[src/rtl/i2c_ee_pkg.sv]
package i2c_ee_pkg;
   typedef enum logic [3:0] {
      ST_IDLE,
      ST_DEV,
      ST_DEV_ACK,
      ST_WADR,
      ST_WADR_ACK,
      ST_WDAT,
      ST_WDAT_ACK,
      ST_RDAT,
      ST_RACK
   } ee_state_t;

   localparam int unsigned BYTE_W = 8;
endpackage

[src/rtl/i2c_line_sampler.sv]
module i2c_line_sampler #(
   parameter int unsigned SYNC_STAGES = 2
) (
   input  logic clk,
   input  logic rst_n,
   input  logic scl_i,
   input  logic sda_i,
   output logic sda_s,
   output logic scl_rise,
   output logic scl_fall,
   output logic start_det,
   output logic stop_det
);
   if (SYNC_STAGES < 2) begin : g_bad_sync
      $error("SYNC_STAGES must be at least 2");
   end

   logic [SYNC_STAGES-1:0] scl_q;
   logic [SYNC_STAGES-1:0] sda_q;
   logic scl_d, sda_d, scl_s;

   for (genvar g = 0; g < SYNC_STAGES; g++) begin : g_sync
      if (g == 0) begin : g_first
         always_ff @(posedge clk or negedge rst_n) begin
            if (!rst_n) begin
               scl_q[0] <= 1'b1;
               sda_q[0] <= 1'b1;
            end else begin
               scl_q[0] <= scl_i;
               sda_q[0] <= sda_i;
            end
         end
      end else begin : g_next
         always_ff @(posedge clk or negedge rst_n) begin
            if (!rst_n) begin
               scl_q[g] <= 1'b1;
               sda_q[g] <= 1'b1;
            end else begin
               scl_q[g] <= scl_q[g-1];
               sda_q[g] <= sda_q[g-1];
            end
         end
      end
   end

   assign scl_s = scl_q[SYNC_STAGES-1];
   assign sda_s = sda_q[SYNC_STAGES-1];

   always_ff @(posedge clk or negedge rst_n) begin
      if (!rst_n) begin
         scl_d <= 1'b1;
         sda_d <= 1'b1;
      end else begin
         scl_d <= scl_s;
         sda_d <= sda_s;
      end
   end

   assign scl_rise  = scl_s & ~scl_d;
   assign scl_fall  = ~scl_s & scl_d;
   assign start_det = scl_s & scl_d & sda_d & ~sda_s;
   assign stop_det  = scl_s & scl_d & ~sda_d & sda_s;
endmodule

[src/rtl/ee_prog_timer.sv]
module ee_prog_timer #(
   parameter int unsigned CYCLES = 5000
) (
   input  logic clk,
   input  logic rst_n,
   input  logic start,
   output logic busy,
   output logic done
);
   localparam int unsigned CW = $clog2(CYCLES + 1);

   if (CYCLES < 1) begin : g_bad_cycles
      $error("CYCLES must be at least 1");
   end

   logic [CW-1:0] cnt;

   always_ff @(posedge clk or negedge rst_n) begin
      if (!rst_n) begin
         busy <= 1'b0;
         cnt  <= '0;
      end else if (busy) begin
         if (cnt == '0) busy <= 1'b0;
         else           cnt  <= cnt - 1'b1;
      end else if (start) begin
         busy <= 1'b1;
         cnt  <= CW'(CYCLES - 1);
      end
   end

   assign done = busy && (cnt == '0);

   p_start_busy_r3: assert property (@(posedge clk) disable iff (!rst_n)
      (start && !busy) |=> busy);
   p_done_ends_r3: assert property (@(posedge clk) disable iff (!rst_n)
      done |=> !busy);
endmodule

[src/rtl/ee_array.sv]
module ee_array #(
   parameter int unsigned AW = 8,
   parameter int unsigned DW = 8
) (
   input  logic          clk,
   input  logic          we,
   input  logic [AW-1:0] waddr,
   input  logic [DW-1:0] wdata,
   input  logic [AW-1:0] raddr,
   output logic [DW-1:0] rdata
);
   localparam int unsigned DEPTH = 1 << AW;

   logic [DW-1:0] mem [DEPTH];

   always_ff @(posedge clk) begin
      if (we) mem[waddr] <= wdata;
   end

   assign rdata = mem[raddr];
endmodule

[src/rtl/i2c_eeprom_slave.sv]
module i2c_eeprom_slave
   import i2c_ee_pkg::*;
#(
   parameter logic [6:0]  DEV_ID      = 7'h50,
   parameter int unsigned ADDR_W      = 8,
   parameter int unsigned WR_CYCLES   = 5000,
   parameter int unsigned SYNC_STAGES = 2
) (
   input  logic clk,
   input  logic rst_n,
   input  logic scl_i,
   input  logic sda_i,
   output logic sda_low_o
);
   localparam logic [ADDR_W-1:0] PTR_ONE = {{(ADDR_W-1){1'b0}}, 1'b1};
   localparam logic [ADDR_W-1:0] PTR_TOP = {ADDR_W{1'b1}};

   if (ADDR_W < 1 || ADDR_W > BYTE_W) begin : g_bad_aw
      $error("ADDR_W must lie in 1..8");
   end

   logic sda_s, scl_rise, scl_fall, start_det, stop_det;
   logic busy, tmr_done, tmr_start;
   logic [BYTE_W-1:0] rd_byte;

   ee_state_t           state;
   logic [2:0]          bit_cnt;
   logic                byte_done, ack_seen, rd_req, sda_low;
   logic [BYTE_W-1:0]   rx_sh, tx_sh, pend_data;
   logic [ADDR_W-1:0]   ptr, pend_addr;
   logic                pend_valid;

   i2c_line_sampler #(.SYNC_STAGES(SYNC_STAGES)) u_samp (
      .clk(clk), .rst_n(rst_n), .scl_i(scl_i), .sda_i(sda_i),
      .sda_s(sda_s), .scl_rise(scl_rise), .scl_fall(scl_fall),
      .start_det(start_det), .stop_det(stop_det)
   );

   assign tmr_start = stop_det && pend_valid && !busy;

   ee_prog_timer #(.CYCLES(WR_CYCLES)) u_tmr (
      .clk(clk), .rst_n(rst_n), .start(tmr_start), .busy(busy), .done(tmr_done)
   );

   ee_array #(.AW(ADDR_W), .DW(BYTE_W)) u_mem (
      .clk(clk), .we(tmr_done), .waddr(pend_addr), .wdata(pend_data),
      .raddr(ptr), .rdata(rd_byte)
   );

   always_ff @(posedge clk or negedge rst_n) begin
      if (!rst_n) begin
         state      <= ST_IDLE;
         bit_cnt    <= '0;
         byte_done  <= 1'b0;
         ack_seen   <= 1'b0;
         rd_req     <= 1'b0;
         sda_low    <= 1'b0;
         rx_sh      <= '0;
         tx_sh      <= '0;
         ptr        <= '0;
         pend_addr  <= '0;
         pend_data  <= '0;
         pend_valid <= 1'b0;
      end else if (start_det) begin
         state      <= ST_DEV;
         bit_cnt    <= '0;
         byte_done  <= 1'b0;
         ack_seen   <= 1'b0;
         sda_low    <= 1'b0;
         pend_valid <= 1'b0;
      end else if (stop_det) begin
         state      <= ST_IDLE;
         byte_done  <= 1'b0;
         ack_seen   <= 1'b0;
         sda_low    <= 1'b0;
         pend_valid <= 1'b0;
      end else begin
         unique case (state)
            ST_DEV, ST_WADR, ST_WDAT: begin
               if (scl_rise) begin
                  rx_sh   <= {rx_sh[BYTE_W-2:0], sda_s};
                  bit_cnt <= bit_cnt + 3'd1;
                  if (bit_cnt == 3'd7) byte_done <= 1'b1;
               end else if (scl_fall && byte_done) begin
                  byte_done <= 1'b0;
                  if (state == ST_DEV) begin
                     if (rx_sh[7:1] == DEV_ID && !busy) begin
                        rd_req  <= rx_sh[0];
                        sda_low <= 1'b1;
                        state   <= ST_DEV_ACK;
                     end else begin
                        state   <= ST_IDLE;
                     end
                  end else if (state == ST_WADR) begin
                     ptr     <= rx_sh[ADDR_W-1:0];
                     sda_low <= 1'b1;
                     state   <= ST_WADR_ACK;
                  end else begin
                     pend_addr  <= ptr;
                     pend_data  <= rx_sh;
                     pend_valid <= 1'b1;
                     ptr        <= ptr + PTR_ONE;
                     sda_low    <= 1'b1;
                     state      <= ST_WDAT_ACK;
                  end
               end
            end
            ST_DEV_ACK: begin
               if (scl_fall) begin
                  bit_cnt <= '0;
                  if (rd_req) begin
                     tx_sh   <= rd_byte;
                     sda_low <= ~rd_byte[7];
                     ptr     <= ptr + PTR_ONE;
                     state   <= ST_RDAT;
                  end else begin
                     sda_low <= 1'b0;
                     state   <= ST_WADR;
                  end
               end
            end
            ST_WADR_ACK, ST_WDAT_ACK: begin
               if (scl_fall) begin
                  sda_low <= 1'b0;
                  bit_cnt <= '0;
                  state   <= ST_WDAT;
               end
            end
            ST_RDAT: begin
               if (scl_fall) begin
                  if (bit_cnt == 3'd7) begin
                     sda_low <= 1'b0;
                     bit_cnt <= '0;
                     state   <= ST_RACK;
                  end else begin
                     tx_sh   <= {tx_sh[BYTE_W-2:0], 1'b0};
                     sda_low <= ~tx_sh[6];
                     bit_cnt <= bit_cnt + 3'd1;
                  end
               end
            end
            ST_RACK: begin
               if (scl_rise) begin
                  if (sda_s) state <= ST_IDLE;
                  else       ack_seen <= 1'b1;
               end else if (scl_fall && ack_seen) begin
                  ack_seen <= 1'b0;
                  bit_cnt  <= '0;
                  tx_sh    <= rd_byte;
                  sda_low  <= ~rd_byte[7];
                  ptr      <= ptr + PTR_ONE;
                  state    <= ST_RDAT;
               end
            end
            default: begin
               sda_low <= 1'b0;
            end
         endcase
      end
   end

   assign sda_low_o = sda_low;

   // an address decision taken while busy never drives SDA
   p_busy_nack_r4: assert property (@(posedge clk) disable iff (!rst_n)
      (state == ST_DEV && scl_fall && byte_done && busy && !start_det && !stop_det)
      |=> !sda_low_o);
   // no write is waiting for a STOP while the array is being programmed
   p_no_pend_busy_r3: assert property (@(posedge clk) disable iff (!rst_n)
      busy |-> !pend_valid);
   // in the idle state the line is released
   p_idle_released_r8: assert property (@(posedge clk) disable iff (!rst_n)
      (state == ST_IDLE) |-> !sda_low_o);
   // a STOP always releases SDA
   p_stop_release_r9: assert property (@(posedge clk) disable iff (!rst_n)
      stop_det |=> !sda_low_o);
   // the pointer steps from its top value to zero
   p_ptr_wrap_r6: assert property (@(posedge clk) disable iff (!rst_n)
      ($past(ptr) == PTR_TOP && $past(state) != ST_WADR && ptr != $past(ptr))
      |-> ptr == '0);
endmodule

[config.mk]
export PLATFORM = sky130hd
export DESIGN_NAME = i2c_eeprom_slave
export DESIGN_NICKNAME = d
export VERILOG_FILES = /design/src/rtl/i2c_ee_pkg.sv /design/src/rtl/i2c_line_sampler.sv /design/src/rtl/ee_prog_timer.sv /design/src/rtl/ee_array.sv /design/src/rtl/i2c_eeprom_slave.sv
export SDC_FILE = /design/constraint.sdc
export NUM_CORES = 2
export LEC_CHECK = 0
export BUFFER_PORTS_ARGS = -buffer_cell sky130_fd_sc_hd__buf_4
export CAP_MARGIN = 20
export CORE_MARGIN = 2
export CORE_UTILIZATION = 44
export DETAILED_ROUTE_END_ITERATION = 10
export GPL_TIMING_DRIVEN = 1
export PLACE_DENSITY_LB_ADDON = 0.15
export SYNTH_ARGS = -nofsm -noshare
export SYNTH_HDL_FRONTEND = slang
export SYNTH_SLANG_ARGS = --single-unit
[constraint.sdc]
create_clock -name clk -period 7.2 [get_ports clk]
set_input_delay 0.72 -clock clk [delete_from_list [all_inputs] [get_ports clk]]
set_output_delay 0.72 -clock clk [all_outputs]
set_load 0.005 [all_outputs]
==> flow_metrics.tcl <==
set metrics [dict create \
    wire_per_inst_um 32.8 \
    drt_pass1_iterations 6 \
    fin_hold_ws_ps 359 \
    yosysTopAreaCell "edfxtp_1" \
    skew_ps 30.3 \
    ant_nets 0 \
    cts_inserted_buffers 216 \
    overflow 0 \
    worst-path-max-fanout 16 \
    synthDistinctLibCells 75 \
    path_class "reg -> reg" \
    coreArea_um2 188000 \
    synthAdderAreaFrac 0.000602 \
    fillerInstances 15200 \
    cts_tree "built" \
    grt_max_degree 198 \
    cts_setup_buffers 0 \
    final_nets 4124 \
    cts-resized-gates 0 \
    setup_viol 0 \
    cp.required_ps 7660 \
    synth_top_family_by_area "multiplexers" \
    worstPathArrival_ps 5220 \
    fin_crit_sh 0.662 \
    syn_area_um2 83100 \
    die_y_um 439 \
    yosys_warnings 0 \
    yosys_most_used_dff "edfxtp_1" \
    leakagePower_uw 0.0292 \
    cts_root_buf "clkbuf_16" \
    avgSynthCellArea_um2 20.6 \
    final_core_util 0.495 \
    synth_compound_area_frac 0.0237 \
    grtUsageTotal 0.232 \
    die_w_um 439 \
    hold_class "reg -> reg" \
    grt_pass1_vias 41200 \
    floorplan.initialDensity 0.442 \
    critPathLaunchType "flip-flop" \
    path_clk_slew_ps 60 \
    die_area_um2 192000 \
    cts_buffer_depth 3 \
    cts.sinks 2119 \
    grt_pass1_wl_mm 317 \
    end_kind "flip-flop" \
    dp_hpwl_mm 135 \
    syn_inst 4032 \
    post_route_cells_drive_above_1_share 0.237 \
    ioPinCount 5 \
    synth_top_area_frac 0.740 \
    area_growth_pct 12.0 \
    initialDrtViolationCount 5398 \
    peakVddDrop_mv 0.315 \
    antenna_found_initial 6 \
    synth_area_leaders "edfxtp_1 74%, mux4_2 14%, dfrtp_1 2.0%" \
    port_buffers 4 \
    synth-edff-count 2048 \
    fmax_mhz 210 \
    routed_wirelength_mm 223 \
    vias 41400 \
    powerDensity_nw_per_um2 364 \
    h-tree-depth 4 \
    maxCapViolCount 0 \
    gp_congestion 0.853 \
    worst_pin_slew_ps 1260 \
    report.final.slew_viol_count 0 \
    rsz0062_at_grt "false" \
    ys_seq_elements 2119 \
    route.detailed.drc 0 \
    synth_nets 4040 \
    rows 159 \
    setup_tns_ps 0 \
    ys_async_sr_fraction 0.0335 \
    hold_viol 0 \
    synth.area.mux_share 0.162 \
    synth_xor_area_frac 0.00116 \
    period_needed_ps 4760 \
    clk_latency_ps 860 \
    max_slew_margin 0.162 \
    hold_buffers 3 \
    synth-seq-area-share 0.762 \
    final_cell_mix "2048 x edfxtp_1, 531 x mux4_2, 327 x nor2_1, 219 x clkbuf_16, 179 x nand2_1" \
    layout_commonest_cell "edfxtp_1" \
    outcome "completed" \
    viasPerCell 6.09 \
    synth-simple-area-share 0.0361 \
]
==> synthesized netlist by cell type (all sizes together), types with 4 or more instances <==
cell type  count
buf          135
ha             4
nand2        179
inv           16
a311oi         4
a211oi        12
nand4         14
clkbuf        93
mux2i         99
a22oi         35
and3           8
mux2          48
or3b           4
o32ai          6
and2           8
nand3b         5
edfxtp      2048
nand2b        11
a31oi         20
nand3         55
o2111ai        8
dfstp          6
a21oi         47
nor4          10
or3            6
o211ai        18
xnor2          5
xor2           6
mux4         531
o221ai        20
nor2         327
nor3          26
dfrtp         65
a221oi         5
o31ai          4
o21ai         46
o22ai         31
nor2b         22
==> per-layer routing <==
layer / wire length [um] / up-vias / GRT usage
li1: - / 16900 / -
met1: 96200 / 22400 / 0.343
met2: 105000 / 1789 / 0.357
met3: 16400 / 324 / 0.0414
met4: 5670 / 6 / 0.0620
met5: 34 / - / 0
==> worst paths after layout <==
kind	from	cells past startpoint	endpoint	slack, ps
hold / removal	u_samp.sda_q[0]	0	u_samp.sda_s	360
max in group asynchronous	rst_n	3	pend_data[5]	5730
min in group asynchronous	rst_n	2	ptr[2]	400
setup / recovery	u_tmr.cnt[6]	7	u_mem.mem[73][1]	2440
setup reg to reg	u_tmr.cnt[6]	7	u_mem.mem[73][1]	2440
hold reg to reg	u_samp.sda_q[0]	0	u_samp.sda_s	360
==> power by group <==
| group | switching, uW | internal, uW |
|---|---|---|
| logic | 5400 | 2900 |
| registers | 532 | 14100 |
| clock network | 4720 | 6220 |
| total | 10700 | 23200 |
==> registers in the layout, summed over array words and instances, names as in the netlist, 3 cells and up <==
name and cells:
state 4, pend_addr 8, rx_sh 8, u_mem.mem 2048, tx_sh 7, bit_cnt 3
pend_data 8, ptr 8, u_tmr.cnt 13
==> worst max-delay path: stages, from the launching register on <==
cell and delay (ps):
dfrtp_1 390, or4_4 570, or4_4 480, nor3_2 620, nand2_1 110, nor2_1 630
nand2_1 750, nor2_1 820
==> through the flow <==
stage | instances | total power (uW) | area [um2] | worst slack [ps]
after floorplan | 4032 | 19900 | 83100 | 3220
after global placement | 6381 | 23100 | 85900 | 2500
after detailed placement | 6387 | 23200 | 86000 | 2510
after CTS | 6790 | 34100 | 93000 | 2480
after global routing | 6793 | 34900 | 93000 | 2340
final | 6796 | 33800 | 93000 | 2440
==> cell families (layout without fill, tap and decap cells) <==
family,count (synthesis),in the layout
compound gates,287,287
xor+xnor,11,11
fa+ha+maj,4,4
buf+inv,246,512
flops,2119,2119
mux,678,678
other cells,0,3
simple gates,687,687
==> layout make-up <==
cell class              count  area, um2  share of cell area
flip-flops and latches   2119      63300               0.681
multi-input cells        1667      18600               0.200
clock buffers             262       5640              0.0606
well taps                2495       3120              0.0336
clock inverters           138       1250              0.0135
repair buffers             94        972              0.0104
inverters                  18       68.8            0.000740
diodes                      3       7.51           0.0000807
(Power assumes the default switching activity.)
